--- src/rtl/seg_biu_pkg.sv ---
package seg_biu_pkg;
    typedef enum logic [1:0] {
        ST_IDLE  = 2'd0,
        ST_FETCH = 2'd1,
        ST_OPER  = 2'd2
    } biu_state_e;

    typedef enum logic [1:0] {
        SEL_EXTRA = 2'd0,
        SEL_CODE  = 2'd1,
        SEL_STACK = 2'd2,
        SEL_DATA  = 2'd3
    } seg_sel_e;
endpackage

--- src/rtl/seg_addr_gen.sv ---
module seg_addr_gen #(
    parameter int SEG_W  = 16,
    parameter int OFS_W  = 16,
    parameter int SHIFT  = 4,
    parameter int ADDR_W = 20
) (
    input  logic [SEG_W-1:0]  seg,
    input  logic [OFS_W-1:0]  ofs,
    output logic [ADDR_W-1:0] phys
);
    localparam int BASE_W = SEG_W + SHIFT;
    localparam int SUM_W  = (BASE_W > OFS_W) ? BASE_W + 1 : OFS_W + 1;

    logic [SUM_W-1:0] sum;

    always_comb begin
        sum  = SUM_W'({seg, {SHIFT{1'b0}}}) + SUM_W'(ofs);
        phys = sum[ADDR_W-1:0];
    end
endmodule

--- src/rtl/seg_byte_queue.sv ---
module seg_byte_queue #(
    parameter int DATA_W = 8,
    parameter int DEPTH  = 4
) (
    input  logic                       clk,
    input  logic                       rst_n,
    input  logic                       flush,
    input  logic                       push,
    input  logic [DATA_W-1:0]          din,
    input  logic                       pop,
    output logic [DATA_W-1:0]          dout,
    output logic                       valid,
    output logic                       full,
    output logic [$clog2(DEPTH+1)-1:0] count
);
    localparam int PTR_W = (DEPTH > 1) ? $clog2(DEPTH) : 1;
    localparam int CNT_W = $clog2(DEPTH + 1);
    localparam logic [PTR_W-1:0] LAST = PTR_W'(DEPTH - 1);

    logic [DATA_W-1:0] slot [DEPTH];
    logic [PTR_W-1:0]  rd_ptr, wr_ptr;
    logic              do_push, do_pop;

    function automatic logic [PTR_W-1:0] bump(input logic [PTR_W-1:0] p);
        return (p == LAST) ? '0 : p + 1'b1;
    endfunction

    assign valid   = (count != '0);
    assign full    = (count == CNT_W'(DEPTH));
    assign dout    = slot[rd_ptr];
    assign do_push = push && !full;
    assign do_pop  = pop && valid;

    always_ff @(posedge clk) begin
        if (!rst_n || flush) begin
            rd_ptr <= '0;
            wr_ptr <= '0;
            count  <= '0;
        end else begin
            if (do_push) wr_ptr <= bump(wr_ptr);
            if (do_pop)  rd_ptr <= bump(rd_ptr);
            if (do_push && !do_pop)      count <= count + 1'b1;
            else if (do_pop && !do_push) count <= count - 1'b1;
        end
    end

    generate
        for (genvar i = 0; i < DEPTH; i++) begin : g_slot
            always_ff @(posedge clk) begin
                if (!rst_n)
                    slot[i] <= '0;
                else if (do_push && !flush && wr_ptr == PTR_W'(i))
                    slot[i] <= din;
            end
        end
    endgenerate
endmodule

--- src/rtl/seg_biu_fsm.sv ---
module seg_biu_fsm
    import seg_biu_pkg::*;
(
    input  logic       clk,
    input  logic       rst_n,
    input  logic       redirect,
    input  logic       op_req,
    input  logic       q_full,
    input  logic       mem_ready,
    output biu_state_e state_q,
    output logic       fetch_on,
    output logic       oper_on
);
    biu_state_e state_d;

    always_ff @(posedge clk) begin
        if (!rst_n) state_q <= ST_IDLE;
        else        state_q <= state_d;
    end

    always_comb begin
        state_d = state_q;
        unique case (state_q)
            ST_IDLE: begin
                if (redirect)     state_d = ST_IDLE;
                else if (op_req)  state_d = ST_OPER;
                else if (!q_full) state_d = ST_FETCH;
            end
            ST_FETCH: begin
                if (redirect || mem_ready) state_d = ST_IDLE;
            end
            ST_OPER: begin
                if (mem_ready) state_d = ST_IDLE;
            end
            default: state_d = ST_IDLE;
        endcase
    end

    always_comb begin
        fetch_on = 1'b0;
        oper_on  = 1'b0;
        unique case (state_q)
            ST_IDLE:  ;
            ST_FETCH: fetch_on = 1'b1;
            ST_OPER:  oper_on  = 1'b1;
            default:  ;
        endcase
    end
endmodule

--- src/rtl/seg_prefetch_biu.sv ---
module seg_prefetch_biu
    import seg_biu_pkg::*;
#(
    parameter int SEG_W     = 16,
    parameter int OFS_W     = 16,
    parameter int SHIFT     = 4,
    parameter int ADDR_W    = 20,
    parameter int DATA_W    = 8,
    parameter int Q_DEPTH   = 4,
    parameter logic [SEG_W-1:0] BOOT_SEG = '1,
    parameter logic [OFS_W-1:0] BOOT_OFS = '0
) (
    input  logic              clk,
    input  logic              rst_n,
    input  logic [SEG_W-1:0]  cs_seg,
    input  logic [SEG_W-1:0]  ds_seg,
    input  logic [SEG_W-1:0]  es_seg,
    input  logic [SEG_W-1:0]  ss_seg,
    input  logic              redirect,
    input  logic [OFS_W-1:0]  redirect_ip,
    output logic              ib_valid,
    output logic [DATA_W-1:0] ib_byte,
    input  logic              ib_accept,
    input  logic              op_req,
    input  logic              op_we,
    input  logic [1:0]        op_sel,
    input  logic [OFS_W-1:0]  op_ofs,
    input  logic [DATA_W-1:0] op_wdata,
    output logic              op_done,
    output logic [DATA_W-1:0] op_rdata,
    output logic              mem_req,
    output logic              mem_we,
    output logic [ADDR_W-1:0] mem_addr,
    output logic [DATA_W-1:0] mem_wdata,
    input  logic              mem_ready,
    input  logic [DATA_W-1:0] mem_rdata
);
    localparam int CNT_W = $clog2(Q_DEPTH + 1);

    biu_state_e        state_q;
    logic              fetch_on, oper_on, q_full, q_push, q_pop;
    logic [CNT_W-1:0]  q_count;
    logic [SEG_W-1:0]  fetch_seg, op_seg;
    logic [OFS_W-1:0]  fetch_ofs;
    logic [ADDR_W-1:0] fetch_phys, op_phys;

    // fetch pointer: boot vector after reset, reloaded by redirect
    always_ff @(posedge clk) begin
        if (!rst_n) begin
            fetch_seg <= BOOT_SEG;
            fetch_ofs <= BOOT_OFS;
        end else if (redirect) begin
            fetch_seg <= cs_seg;
            fetch_ofs <= redirect_ip;
        end else if (q_push) begin
            fetch_ofs <= fetch_ofs + 1'b1;
        end
    end

    always_comb begin
        unique case (seg_sel_e'(op_sel))
            SEL_EXTRA: op_seg = es_seg;
            SEL_CODE:  op_seg = cs_seg;
            SEL_STACK: op_seg = ss_seg;
            SEL_DATA:  op_seg = ds_seg;
            default:   op_seg = ds_seg;
        endcase
    end

    seg_addr_gen #(.SEG_W(SEG_W), .OFS_W(OFS_W), .SHIFT(SHIFT), .ADDR_W(ADDR_W)) u_fetch_ag (
        .seg  (fetch_seg),
        .ofs  (fetch_ofs),
        .phys (fetch_phys)
    );

    seg_addr_gen #(.SEG_W(SEG_W), .OFS_W(OFS_W), .SHIFT(SHIFT), .ADDR_W(ADDR_W)) u_op_ag (
        .seg  (op_seg),
        .ofs  (op_ofs),
        .phys (op_phys)
    );

    seg_biu_fsm u_fsm (
        .clk       (clk),
        .rst_n     (rst_n),
        .redirect  (redirect),
        .op_req    (op_req),
        .q_full    (q_full),
        .mem_ready (mem_ready),
        .state_q   (state_q),
        .fetch_on  (fetch_on),
        .oper_on   (oper_on)
    );

    assign q_push = fetch_on && mem_ready && !redirect;
    assign q_pop  = ib_accept;

    seg_byte_queue #(.DATA_W(DATA_W), .DEPTH(Q_DEPTH)) u_queue (
        .clk   (clk),
        .rst_n (rst_n),
        .flush (redirect),
        .push  (q_push),
        .din   (mem_rdata),
        .pop   (q_pop),
        .dout  (ib_byte),
        .valid (ib_valid),
        .full  (q_full),
        .count (q_count)
    );

    assign mem_req   = fetch_on || oper_on;
    assign mem_we    = oper_on && op_we;
    assign mem_addr  = oper_on ? op_phys : fetch_phys;
    assign mem_wdata = (oper_on && op_we) ? op_wdata : '0;
    assign op_done   = oper_on && mem_ready;
    assign op_rdata  = mem_rdata;
endmodule

--- config.mk ---
export PLATFORM = sky130hd
export DESIGN_NAME = seg_prefetch_biu
export DESIGN_NICKNAME = d
export VERILOG_FILES = /design/src/rtl/seg_biu_pkg.sv /design/src/rtl/seg_addr_gen.sv /design/src/rtl/seg_byte_queue.sv /design/src/rtl/seg_biu_fsm.sv /design/src/rtl/seg_prefetch_biu.sv
export SDC_FILE = /design/constraint.sdc
export NUM_CORES = 1
export LEC_CHECK = 0
export ABC_AREA = 1
export BUFFER_PORTS_ARGS = -buffer_cell sky130_fd_sc_hd__buf_2
export CORE_MARGIN = 3
export CORE_UTILIZATION = 53
export CTS_BUF_LIST = sky130_fd_sc_hd__clkbuf_4 sky130_fd_sc_hd__clkbuf_8 sky130_fd_sc_hd__clkbuf_16
export CTS_CLUSTER_SIZE = 20
export DETAILED_ROUTE_END_ITERATION = 8
export PLACE_DENSITY_LB_ADDON = 0.1
export SLEW_MARGIN = 20
export SYNTH_ARGS = -nofsm -noshare
export SYNTH_HDL_FRONTEND = slang
export SYNTH_SLANG_ARGS = --single-unit
--- constraint.sdc ---
create_clock -name clk -period 2.85 [get_ports clk]
set_clock_uncertainty 0.15 [all_clocks]
set_input_delay 0.285 -clock clk [delete_from_list [all_inputs] [get_ports clk]]
set_output_delay 0.285 -clock clk [all_outputs]
set_load 0.02 [all_outputs]
Word level (Yosys, flattened, before mapping)
Memory sizes are Yosys's and may differ from the RTL's. A register that Yosys moved wholly into a read port is not among the register bits.
Cells that the tools add are included.
{"block": "totals", "reg_bits": 41, "ramBits": 32, "in_bits": 121, "out_inout_bits": 48, "word_cells": 95, "n_memories": 1}
{"memory": "u_queue.slot", "words": 4, "width": 8, "rd": 1, "rd_clocked_by_memory_dff": 1, "wr": 4, "line": "seg_byte_queue.sv:20", "source": "logic [DATA_W-1:0] slot [DEPTH];"}
{"block": "classes", "addsub": 7, "n_eq_ne": 13, "muxes": 36, "n_bitwise": 4, "reduce_logical": 28}
{"op": "$pmux 16 s4", "count": 1}
{"op": "$add 20x16->20", "count": 2}
{"op": "$mux 8", "count": 5}
{"op": "$mux 16", "count": 2}
{"op": "$mux 20", "count": 1}
{"op": "$mux 2", "count": 9}
{"op": "$add 16x1->16 const B", "count": 1}
{"op": "$mux 1", "count": 15}
{"op": "$logic_and 1x1->1", "count": 13}
{"op": "$eq 2x2->1 const B", "count": 6}
{"op": "$eq 2x1->1 const B", "count": 3}
{"op": "$logic_not 2->1", "count": 3}
{"op": "$mux 3", "count": 2}
{"op": "$pmux 2 s3", "count": 1}
{"op": "$logic_not 1->1", "count": 5}
{"op": "$add 2x1->2 const B", "count": 2}
{"op": "$ne 4x4->1 const B", "count": 1}
{"op": "$or 1x1->1", "count": 4}
{"op": "$reduce_bool 2->1", "count": 2}
{"op": "$add 3x1->3 const B", "count": 1}
{"op": "$eq 3x3->1 const B", "count": 1}
{"op": "$logic_or 1x1->1", "count": 3}
{"op": "$reduce_and 3->1", "count": 1}
{"op": "$reduce_bool 3->1", "count": 1}
{"op": "3 further kinds", "count": 3}

Logic depth before layout (Yosys ltp)
{"block": "depth", "word_depth": 11, "mapped_depth": 19, "depth_no_buf": 18}

By module
Synthesis repeated with hierarchy kept, for this count alone.
{"block": "hier_totals", "hier_cells": 968, "area_unflattened_um2": 6248.5}
{"mod": "seg_prefetch_biu", "n_inst": 1, "cells_each": 427, "area_each_um2": 2374.8}
{"mod": "seg_byte_queue", "n_inst": 1, "cells_each": 188, "area_each_um2": 2030.7}
{"mod": "seg_addr_gen", "n_inst": 2, "cells_each": 168, "area_each_um2": 862.1}
{"mod": "seg_biu_fsm", "n_inst": 1, "cells_each": 17, "area_each_um2": 118.9}

Worst setup path before layout
Ideal clock, no wire load.
{"block": "synth_path", "kind": "input-to-output", "startpoint": "input op_sel[0]", "endpoint": "output mem_addr[8]", "t_arrival_ns": 2.297, "setup_slack_ns": 0.118, "stages": 12, "n_path_buf": 1, "path_cell_list": "nor2_2 clkbuf_1 a221oi_1 nand2_1 o21ai_0 inv_1 ha_1 fa_1 nand3_1 nand2_1 and2_1 o21ai_0"}
{"block": "synth_between", "elab_chain_len": 4, "word_cells_on_any_way": 7, "cone_classes": "add/sub (1); eq/ne (3); mux (2); reduce/logical (1)"}
{"element": "start, declared", "line": "seg_prefetch_biu.sv:26", "source": "input logic [1:0] op_sel,"}
{"element": "$eq 2x2->1, or another cell as far along", "line": "seg_prefetch_biu.sv:61", "source": "unique case (seg_sel_e'(op_sel))"}
{"element": "$pmux 16 s4 (*)", "line": "seg_prefetch_biu.sv:61"}
{"element": "$add 20x16->20 (*)", "line": "seg_addr_gen.sv:17", "source": "sum = SUM_W'({seg, {SHIFT{1'b0}}}) + SUM_W'(ofs);"}
{"element": "$mux 20 (*)", "line": "seg_prefetch_biu.sv:112", "source": "assign mem_addr = oper_on ? op_phys : fetch_phys;"}
{"element": "end, declared", "line": "seg_prefetch_biu.sv:33", "source": "output logic [ADDR_W-1:0] mem_addr,"}
Every way passes the cells marked *; elsewhere a longest branch is shown, timed or not.

Worst setup path in the final report
{"block": "layout_path", "startpoint": "input op_sel[1]", "endpoint": "output mem_addr[19]"}
The elaborated chain is that of the path after synthesis.

==> summary.md <==
| Metric | Value |
|---|---|
| Pwr Density | `454 nW/um^2` |
| Worst path cell trace | `buf_12 > clkinv_8 > nor2_4 > a221oi_1 > nand2_1 > o21ai_2 > inv_1 > ha_4 > nand2_1 > nand2_1 > nand2_1 > nand2_1 > nand2_1 > nand3_2 > nand2_2 > nand2_2 > nand3_1 > nand3_2 > nand2_2 > buf_6` |
| Synth area leader | `edfxtp_1` |
| Mux share of post-synthesis cell area | `0` |
| Crit path depth | `20` |
| Ys Warns | `0` |
| CTS tree | `built` |
| Drt wl/cell | `15.5 um` |
| Gate Count Post-Synth | `828` |
| Design Area, Final | `7700 um^2` |
| Worst reg-to-reg path cell count | `13` |
| Die area | `11900 um^2` |
| Die Y | `109 um` |
| Post-route ant nets | `0` |
| Worst r2r src | `u_fsm.state_q[1]$_SDFFE_PN0P_` |
| GP Congestion | `0.979` |
| EDFF count, synth | `32` |
| Clock latency on the worst-skew pair | `350 ps` |
| Yosys cell types | `41` |
| Critical Path End | `mem_addr[19]` |
| Mean Syn Cell Area | `6.79 um^2` |
| Buf/Inv on CP | `4` |
| Post-Synth XOR/XNOR Area | `0.0234` |
| Die width | `109 um` |
| Final HPWL DP | `13.4 mm` |
| Sink Count | `75` |
| Asr flop ratio synth | `0` |
| Critical Path Slowest Stage Cell | `a221oi_1` |
| Tot GR Track Use | `0.293` |
| Worst-Margin Slew | `581 ps` |
| Crit. End Element | `output port` |
| Worst setup startpoint | `op_sel[1]` |
| Top cells by area, synth | `edfxtp_1 17%, dfxtp_1 15%, nand2_1 14%, ha_1 8.0%, nor2_1 6.9%` |
| PortBufs | `168` |
| Max VDD drop | `0.273 mV` |
| Final Non-Filler Cells | `1173` |
| P_leak | `3.73 nW` |
| Total gr overflow | `0` |
| TritonRoute pass-1 iters | `5` |
| Crit start category | `input pin` |
| Adder-cell area share of the yosys netlist | `0.0908` |
| Hold Path Class | `input pin to register` |
| Worst R2R End | `u_queue.count[2]$_SDFFE_PP0P_` |
| Status | `complete, but fails checks` |
| Core box area | `10000 um^2` |
| Final total power | `3.49 mW` |
| DRC viols | `0` |
| Reg2reg setup slack | `360 ps` |
| Failing checks | `setup timing` |
| Vias in the first global route | `5739` |
| Final hold vios | `0` |
| Top_reg_cell synth | `dfxtp_1` |
| Clock Tree Buf Depth | `2` |
| Initial antenna violation count | `0` |
| First-pass GRT wire length | `27.3 mm` |
| Sequential-to-total area share from yosys stat | `0.324` |
| Share of cells above drive strength 1 | `0.330` |
| Top-Level Pins | `169` |
| Largest net degree at the start of global routing | `32` |
| FF+latch count, synth | `75` |
| Critical path required time | `2410 ps` |
| RSZ-0062 raised after global routing | `yes` |
| Syn nets | `988` |
| Final slew viol count | `0` |
| Clock Tree Root | `clkbuf_8` |
| Compound-cell area share of the yosys netlist | `0.164` |
| Min setup slack post-route | `-59.0 ps` |
| H-tree level count | `3` |
| Max transition margin | `0.612` |
| Reg clk slew, reported paths | `80 ps` |
| DR iter-0 viols | `482` |
| # diodes | `0` |
| Critical path's largest stage delay | `290 ps` |
| Site Rows | `36` |
| Cell Area, Synth | `5620 um^2` |
| Cell count of the worst hold path | `3` |
| Minimum clock period | `2910 ps` |
| CP arrival | `2470 ps` |
| Starting density of the core | `0.560` |
| Placed cells | `1147` |
| Final #Nets | `1195` |
| Largest family of logic cells by synthesized area | `simple AND/OR/NAND/NOR gates` |
| CP dominant cell by count | `nand2_1` |
| FMAX | `344 MHz` |
| Setup TNS | `-113 ps` |
| Post-Synth Simple-Gate Area | `0.314` |
| Area Growth Syn to Fin | `36.9%` |
| Vias/cell | `5.42` |
| Setup violators final | `5` |
| Total Wirelength | `18.2 mm` |
| Commonest non-fill, non-tap cell in the layout | `nand2_1` |
| Num CTS Buffers | `9` |
| Critical path's top delay family | `simple AND/OR/NAND/NOR gates` |
| Vias | `6360` |
| Place WS | `-345 ps` |
| Crit path kind | `input pin to output port` |
| Top-area cell type share of the netlist area | `0.171` |
| Post-placement cell area | `6840 um^2` |
| Most frequent cells in the layout | `197 x nand2_1, 155 x buf_2, 96 x nor2_1` |
| Worst-path fanout max | `8` |
| Period utilization | `1.02` |
| Max-Cap Viols | `0` |
[where the power goes]
group          internal (mW)  switching, mW
Sequential              1.17         0.0417
Combinational          0.556          0.791
Clock                  0.501          0.433
[synthesized netlist by cell type, types with 2 or more instances]
master	n
clkbuf_1	17
nand3b_1	2
nor2_4	3
xor2_1	11
nand3_1	62
o22ai_1	9
a21o_1	4
o21ai_1	2
or2_1	2
o21bai_1	2
ha_1	36
o21ai_0	70
buf_4	8
a221oi_1	10
edfxtp_1	32
a31oi_1	10
a21oi_1	50
nor2_2	4
xnor2_1	4
nand2_1	215
nor3_1	8
nor2_1	104
and2_1	2
inv_2	3
dfxtp_1	43
nand2_2	5
buf_2	4
inv_1	82
nand3_2	3
fa_1	3
nand4_1	7
a21boi_0	2
[stage by stage]
stage / utilization / hold slack (ps)
6_report: 0.766 / 19.7
5_1_grt: 0.766 / 25.6
4_1_cts: 0.733 / 26.3
3_5_place_dp: 0.681 / 306
3_3_place_gp: 0.681 / 300
2_1_floorplan: - / 257
[repair_timing]
action,in CTS,in global routing
gates cloned,2,0
pin swaps,8,36
setup buffers,4,4
resized for setup,62,85
setup endpoints to repair,14,14
hold buffers,0,0
[flip-flops by register name, indices dropped and copies added, names as in the netlist, named ones only]
name,flops
u_queue.wr_ptr,2
u_queue.slot,32
fetch_seg,16
u_queue.count,3
u_fsm.state_q,2
u_queue.rd_ptr,2
fetch_ofs,16
[worst min-delay path, cell delays in order]
cell     delay (ps)
buf_2            90
nand2_1          50
nand3_1          60
[final cells by class]
cell class              instances  area (um^2)
multi-input cells             637         3790
well taps                     133          166
repair buffers                224         1340
inverters                      87          344
clock buffers                   9          124
clock inverters                 7          100
fillers                       755         2350
flip-flops and latches         75         1820
repair inverters                1         6.26
[cell families (layout without fill, tap and decap cells)]
family          count (synthesis)  in the layout
simple gates                  418            419
xor+xnor                       15             15
flops                          75             75
compound gates                164            164
buf+inv                       117            328
fa+ha+maj                      39             39
[worst min path at each step]
stage | to | startpoint | slack (ps)
3_5_place_dp | fetch_seg[8]$_SDFFE_PN1P_ | fetch_seg[8]$_SDFFE_PN1P_ | 310
4_1_cts | fetch_seg[14]$_SDFFE_PN1P_ | cs_seg[14] | 30
6_report | fetch_seg[11]$_SDFFE_PN1P_ | cs_seg[11] | 20
5_1_grt | fetch_seg[11]$_SDFFE_PN1P_ | cs_seg[11] | 30
2_1_floorplan | fetch_seg[13]$_SDFFE_PN1P_ | cs_seg[13] | 260
3_3_place_gp | fetch_seg[0]$_SDFFE_PN1P_ | fetch_seg[0]$_SDFFE_PN1P_ | 300
[layer usage]
layer  vias to the layer above  wire length (um)  GRT usage
li1                       3170                 -          -
met2                       265              9170      0.515
met1                      2898              7560      0.384
met5                         -                 0          0
met3                        27              1170     0.0361
met4                         0               274     0.0667
(Power assumes the default switching activity.)
